===== config.mk =====
export PLATFORM = sky130hd
export DESIGN_NAME = pair_seq_latch
export DESIGN_NICKNAME = d
export VERILOG_FILES = /design/src/rtl/pair_seq_pkg.sv /design/src/rtl/pair_seq_classify.sv /design/src/rtl/pair_seq_decide.sv /design/src/rtl/pair_seq_state.sv /design/src/rtl/pair_seq_latch.sv
export SDC_FILE = /design/constraint.sdc
export NUM_CORES = 1
export LEC_CHECK = 0
export BUFFER_PORTS_ARGS = -buffer_cell sky130_fd_sc_hd__buf_2
export CORE_AREA = 2 2 39 41
export CTS_CLUSTER_DIAMETER = 200
export DETAILED_ROUTE_END_ITERATION = 8
export DIE_AREA = 0 0 41 43
export GPL_TIMING_DRIVEN = 0
export HOLD_SLACK_MARGIN = 0.08
export RECOVER_POWER = 25
export SKIP_LAST_GASP = 1
export SYNTH_ARGS = -nofsm -noshare
export SYNTH_HDL_FRONTEND = slang
export SYNTH_SLANG_ARGS = --single-unit

===== constraint.sdc =====
create_clock -name clk -period 2.2 [get_ports clk]
set_input_delay 0.44 -clock clk [delete_from_list [all_inputs] [get_ports clk]]
set_output_delay 0.44 -clock clk [all_outputs]
set_load 0.02 [all_outputs]

===== src/rtl/pair_seq_pkg.sv =====
package pair_seq_pkg;

    localparam int PAIR_W = 2;

    // History class of the previous pair; 00 and 11 fold into FLAT.
    typedef enum logic [1:0] {
        CLS_FLAT = 2'd0,
        CLS_RISE = 2'd1,   // pair 01
        CLS_FALL = 2'd2    // pair 10
    } pair_cls_e;

    typedef enum logic [1:0] {
        ACT_HOLD  = 2'd0,
        ACT_CLEAR = 2'd1,
        ACT_SET   = 2'd2,
        ACT_FLIP  = 2'd3
    } z_action_e;

    typedef struct packed {
        pair_cls_e prev;
        logic      z;
    } seq_state_t;

    localparam seq_state_t RESET_STATE = '{prev: CLS_FLAT, z: 1'b0};

    // pair[1] is bit_a, pair[0] is bit_b.
    function automatic pair_cls_e classify(input logic [PAIR_W-1:0] pair);
        pair_cls_e c;
        unique case (pair)
            2'b01:   c = CLS_RISE;
            2'b10:   c = CLS_FALL;
            default: c = CLS_FLAT;
        endcase
        return c;
    endfunction

    function automatic z_action_e pick_action(input pair_cls_e prev,
                                              input logic [PAIR_W-1:0] pair);
        z_action_e act;
        act = ACT_HOLD;
        if (pair == 2'b11) begin
            if (prev == CLS_RISE)      act = ACT_CLEAR;
            else if (prev == CLS_FALL) act = ACT_SET;
        end else if (pair == 2'b01 && prev == CLS_FALL) begin
            act = ACT_FLIP;
        end
        return act;
    endfunction

    function automatic logic apply_action(input z_action_e act, input logic z);
        logic r;
        unique case (act)
            ACT_CLEAR: r = 1'b0;
            ACT_SET:   r = 1'b1;
            ACT_FLIP:  r = ~z;
            default:   r = z;
        endcase
        return r;
    endfunction

endpackage


===== src/rtl/pair_seq_classify.sv =====
module pair_seq_classify
    import pair_seq_pkg::*;
(
    input  logic [PAIR_W-1:0] pair,
    output pair_cls_e         cls
);

    always_comb begin
        cls = classify(pair);
    end

    // both-equal pairs never produce a rising or falling class
    always_comb begin
        if (pair[1] == pair[0]) begin
            a_flat_fold_r6: assert (cls == CLS_FLAT)
                else $error("equal pair not classed flat");
        end
    end

endmodule


===== src/rtl/pair_seq_decide.sv =====
module pair_seq_decide
    import pair_seq_pkg::*;
(
    input  seq_state_t        cur_state,
    input  logic [PAIR_W-1:0] pair,
    input  pair_cls_e         cls,
    output z_action_e         act,
    output seq_state_t        next_state
);

    always_comb begin
        act             = pick_action(cur_state.prev, pair);
        next_state.prev = cls;
        next_state.z    = apply_action(act, cur_state.z);
    end

    // an inversion can only be chosen when the new class is rising
    always_comb begin
        if (act == ACT_FLIP) begin
            a_flip_class_r4: assert (cls == CLS_RISE)
                else $error("flip chosen with class %0d", cls);
        end
    end

endmodule


===== src/rtl/pair_seq_state.sv =====
module pair_seq_state
    import pair_seq_pkg::*;
(
    input  logic       clk,
    input  logic       rst,
    input  seq_state_t next_state,
    output seq_state_t state
);

    always_ff @(posedge clk) begin
        if (rst) state <= RESET_STATE;
        else     state <= next_state;
    end

    // the cycle after reset the register holds flat history and flag 0
    p_reset_state_r1: assert property (@(posedge clk)
        rst |=> (state.prev == CLS_FLAT && state.z == 1'b0));

    // legal encodings only
    p_class_legal_r5: assert property (@(posedge clk) disable iff (rst)
        state.prev != 2'd3);

endmodule


===== src/rtl/pair_seq_latch.sv =====
module pair_seq_latch
    import pair_seq_pkg::*;
(
    input  logic clk,
    input  logic rst,
    input  logic bit_a,
    input  logic bit_b,
    output logic z_out
);

    logic [PAIR_W-1:0] pair;
    pair_cls_e         cls;
    z_action_e         act;
    seq_state_t        state;
    seq_state_t        next_state;

    assign pair  = {bit_a, bit_b};
    assign z_out = state.z;

    pair_seq_classify u_classify (
        .pair (pair),
        .cls  (cls)
    );

    pair_seq_decide u_decide (
        .cur_state  (state),
        .pair       (pair),
        .cls        (cls),
        .act        (act),
        .next_state (next_state)
    );

    pair_seq_state u_state (
        .clk        (clk),
        .rst        (rst),
        .next_state (next_state),
        .state      (state)
    );

    // rising history then 11 clears the flag
    p_clear_r2: assert property (@(posedge clk) disable iff (rst)
        (state.prev == CLS_RISE && bit_a && bit_b) |=> !z_out);

    // falling history then 11 sets the flag
    p_set_r3: assert property (@(posedge clk) disable iff (rst)
        (state.prev == CLS_FALL && bit_a && bit_b) |=> z_out);

    // falling history then 01 inverts the flag
    p_flip_r4: assert property (@(posedge clk) disable iff (rst)
        (state.prev == CLS_FALL && !bit_a && bit_b) |=> (z_out != $past(z_out)));

    // no pattern completed, flag holds
    p_hold_r5: assert property (@(posedge clk) disable iff (rst)
        !((state.prev == CLS_RISE && bit_a && bit_b) ||
          (state.prev == CLS_FALL && bit_b)) |=> $stable(z_out));

    // a flat pair always leaves flat history behind
    p_flat_history_r6: assert property (@(posedge clk) disable iff (rst)
        (bit_a == bit_b) |=> (state.prev == CLS_FLAT));

endmodule


Word-level counts from Yosys, hierarchy flattened
Cells that the tools add are included.
W data, S select, Z words.
{ "op_classes": {"eq_ne": 8, "muxes": 6, "bitwise": 1, "reduce_logical": 2} }
{ "ops": {"columns": ["cell", "n"], "rows": [
  ["$eq A2 B2 Y1 const B", 5],
  ["$mux W2", 4],
  ["$eq A2 B1 Y1 const B", 3],
  ["$pmux W2 S2", 1],
  ["$pmux W1 S3", 1],
  ["$reduce_bool A3 Y1", 1],
  ["$logic_and A1 B1 Y1", 1],
  ["$not A1 Y1", 1]
]} }
{ "totals": {"register_bits": 3, "inputBits": 4} }

Depth between registers and ports, before layout
{ "depth": {"depth_word": 6, "ltp_mapped": 3} }

Modules after synthesis
A second synthesis with hierarchy kept.
{ "unflattened": {"hier_cells": 20, "area_unflattened_um2": 177.7} }
{ "by_module_without_submodules": {"columns": ["module", "n_inst", "cells_per_inst", "area_per_inst_um2", "seq_area_each_um2"], "rows": [
  ["pair_seq_decide", 1, 12, 83.8, 0.0],
  ["pair_seq_state", 1, 6, 78.8, 60.1],
  ["pair_seq_classify", 1, 2, 15.0, 0.0]
]} }

Worst setup path before layout
No wires, ideal clock.
{ "synth_timing": {"path_kind": "input port to flip-flop", "startpoint": "input bit_a", "endpoint": "register u_state.state[0] (netlist name)", "setup_ns": 0.123, "arrival_time_ns": 0.753, "setup_slack_ns": 1.325, "stages": 3, "path_cell_list": "nand4bb_1 o21ai_1 a211oi_2"} }
{ "synth_via": {"elab_chain_len": 6, "word_cells_on_any_way": 10} }
{ "synth_rtl": {"columns": ["item", "line_no", "text"], "rows": [
  ["start, declared", "pair_seq_latch.sv:6", "input logic bit_a,"],
  ["$eq A2 B1 Y1", "pair_seq_pkg.sv:44", "end else if (pair == 2'b01 && prev == CLS_FALL) begin"],
  ["$logic_and A1 B1 Y1", "pair_seq_pkg.sv:44", null],
  ["$mux W2", "pair_seq_pkg.sv:44", null],
  ["$mux W2 (*)", "pair_seq_pkg.sv:41", "if (pair == 2'b11) begin"],
  ["$eq A2 B2 Y1, or another cell as far along", null, null],
  ["$pmux W1 S3 or $reduce_bool A3 Y1 (tied branches)", null, null]
]} }
Mark *: on every way between the ends. The rest lies on a longest branch, timed or not.
A chain may end at the register's enable or synchronous reset.

Worst setup path in the final report
{ "layout_timing": {"startpoint": "register u_state.state[0] (netlist name)", "endpoint": "output z_out"} }
{ "layout_rtl": {"columns": ["item", "line_no", "text"], "rows": [
  ["end, declared", "pair_seq_latch.sv:8", "output logic z_out"]
]} }
No word-level cell between the ends.

==> out/qor.csv <==
stage,metric,value,unit
outcome,outcome,completed,
cells_and_area,Largest Register,u_state.state,
power,Worst VDD drop,0.000164,V
detailed_routing,Routed WL,232,um
detailed_routing,Final ANT Viol Nets,0,
grt,GR Util met1,0.0353,
timing,Max Fclk,0.853,GHz
placed_design,Detail Placement HPWL,177,um
setup_path,Crit path max-delay family,flip-flops,
floorplan,# IOs,5,
clock_network,CTS tree,built,
detailed_routing,DRC errors left,0,
cells_and_area,Area Overhead vs Synth,55.3,%
synthesis,Mapped Nets,15,
detailed_routing,DR iter-0 viols,1,
timing,clock skew,0.834,ps
clock_network,CTS root buffer,clkbuf_4,
power,sequential power share,0.355,
grt,GRT Total Usage,0.0361,
power,P per Cell Area,898,nW/um2
placed_design,port buffer count,4,
floorplan,Initial Utilization,0.0850,
setup_path,kind of critical path,register to primary output,
worst_hold_path,worst min-delay path category,input port to register,
synthesis,most frequent cell after synthesis,dfxtp_1,
clock_network,clk_lat worst skew,230,ps
grt,grt met2 use,0.0375,
cells_and_area,# fillers,156,
clock_network,clock sink count,3,
grt,largest net degree at the start of global routing,5,
synthesis,Post-Synth Simple-Gate Area,0.255,
timing,endpoints failing hold,0,
floorplan,row count,14,
synthesis,XOR/XNOR share of the synthesized area,0,
timing,Final Max Slew Viols,0,
floorplan,die area,1760,um2
clock_network,"Clk pin slew, worst setup/hold paths",40,ps
synthesis,"Primary FF master, synth",dfxtp_1,
setup_path,CP Launch Type,register,
synthesis,"flops & latches, synth",3,
grt,gr ovfl total,0,
synthesis,largest family of logic cells by synthesized area,simple AND/OR/NAND/NOR gates,
setup_path,Crit path depth,1,
grt,initial antenna violation count,0,
clock_network,post-CTS setup buffers,0,
synthesis,post-synthesis sequential area ratio,0.511,
timing,hold slack,401,ps
synthesis,Synth Warn #,0,
synthesis,Adder-Cell Fraction of Synth Area,0,
synthesis,number of enable flip-flop cells after synthesis,0,
synthesis,Yosys cell types,8,
synthesis,Post-Synthesis Cells,11,
synthesis,Yosys top cell by area,dfxtp_1,
timing,clock period minus worst slack,1170,ps
placed_design,routability cong.,0.602,
grt,first-pass GRT wire length,372,um
synthesis,Yosys top cell area share,0.511,
grt,met3 usage,0.0209,
grt,vias in the first global route,116,
clock_network,Longest Clk Path Bufs,2,
timing,# setup viols final,0,
timing,Worst-Margin Slew,188,ps
clock_network,H-tree depth,1,
cells_and_area,Layout Nets,24,
timing,setup tns final,0,ps
detailed_routing,Vias,116,
power,sw frac,0.210,
timing,RSZ-0062 raised after global routing,false,
worst_hold_path,hold path start,rst,
power,Comb pwr share,0.060,
flow_run,maxcap violations,0,
setup_path,CP cell instances,buf_2,
cells_and_area,antenna diode count,0,
setup_path,FF-to-FF Start,u_state.state[1],
floorplan,die height,43,um
setup_path,Crit. End Element,primary output,
detailed_routing,post-DR vias/cell,3.31,
synthesis,Mapped Avg Cell Area,10.7,um2
synthesis,Post-synth ARST share,0,
power,P_leak,0.0000647,uW
detailed_routing,post-DR wirelength/cell,6.63,um
grt,Most Crowded Layer GR,met4,
clock_network,Num CTS Buffers,3,
timing,worst rel slew slack,0.874,
synthesis,compound-cell area share of the yosys netlist,0.202,
detailed_routing,drt first pass iters,2,
power,switching power,34.5,uW
floorplan,Die X,41,um
timing,fin crit share,0.533,
cells_and_area,Finished Cell Area,183,um2
placed_design,Post-DP Area,158,um2
worst_hold_path,Min-Delay Endpoint,u_state.state[0],
cells_and_area,max reg flops,3,
cells_and_area,Reg area,60.1,um2
floorplan,Core ar.,1380,um2
setup_path,FF-to-FF setup slack,1400,ps
setup_path,slowest CP cell,dfxtp_1,
cells_and_area,Multi-input gate area,53.8,um2
synthesis,Synth area leaders,"dfxtp_1 (51%), nor3b_1 (13%), a211oi_2 (11%), nand4bb_1 (9.6%), a31oi_1 (5.3%)",
clock_network,# hold bufs at CTS,0,
synthesis,multiplexer area fraction after synthesis,0,
power,Clock power frac,0.585,
synthesis,mapped cell area,118,um2
setup_path,"Max FO, Critical Path",3,
worst_hold_path,Hold Path Depth,2,
power,P_int,130,uW
setup_path,Crit path largest cell delay,330,ps
setup_path,Worst EP required,1760,ps
synthesis,commonest cells in the synthesized netlist,"dfxtp_1 (3), nor3b_1 (2)",
setup_path,critical register-to-register path endpoint,u_state.state[0],
setup_path,WP data arrival,730,ps
setup_path,R2R cell count,3,
setup_path,critical path buffer and inverter count,1,
cells_and_area,share of layout cells above drive strength 1,0.368,
cells_and_area,largest registers,u_state.state: 3 flops,
clock_network,# resized after CTS,0,
-- logic make-up (layout without fill, tap and decap cells) --
logic type      count (synthesis)  count (layout)
flops                           3               3
simple gates                    4               4
compound gates                  3               3
buf+inv                         1               9
-- cell type report --
cell class,instances,area share
flip-flops and latches,3,0.329
multi-input cells,7,0.295
clock buffers,4,0.144
well taps,16,0.110
repair buffers,4,0.103
inverters,1,0.0205
-- power by group through the flow --
stage / Sequential, uW / Combinational, uW / Clock (uW)
floorplan: 59.5 / 3.80 / 0
global placement: 59.0 / 10.1 / 0
detailed placement: 59.0 / 10.3 / 0
CTS: 58.1 / 10.3 / 103
global route: 58.3 / 11.0 / 103
finish: 58.2 / 9.88 / 95.9
-- layer usage --
layer,vias up,part of all wire,routed length (um)
met5,-,0,0
met4,0,0,0
met3,0,0.18,41
met2,5,0.36,84
met1,53,0.45,105
li1,58,-,-
-- placed cells by master (no fill, tap or decap) --
cell type	count
inv_1	1
clkbuf_1	2
a31oi_1	1
clkbuf_4	3
dfxtp_1	3
a211oi_2	1
nand2_1	1
nand4bb_1	1
buf_2	3
o21ai_1	1
nor3b_1	2
-- worst max-delay path by stage --
| stage | from | end | slack, ps |
|---|---|---|---|
| floorplan | bit_a | u_state.state[0] | 1320 |
| global placement | bit_a | u_state.state[0] | 1180 |
| detailed placement | bit_a | u_state.state[0] | 1170 |
| CTS | u_state.state[0] | z_out | 1010 |
| global route | u_state.state[0] | z_out | 1000 |
| finish | u_state.state[0] | z_out | 1030 |
-- metrics by stage --
| stage | setup WS (ps) | cells | power (uW) | utilization |
|---|---|---|---|---|
| after floorplan | 1320 | 11 | 63.3 | - |
| after global placement | 1180 | 31 | 69.1 | 0.114 |
| after detailed placement | 1170 | 31 | 69.3 | 0.114 |
| after CTS | 1010 | 35 | 172 | 0.133 |
| after global routing | 998 | 35 | 173 | 0.132 |
| final | 1030 | 35 | 164 | 0.132 |
(Power assumes the default switching activity.)
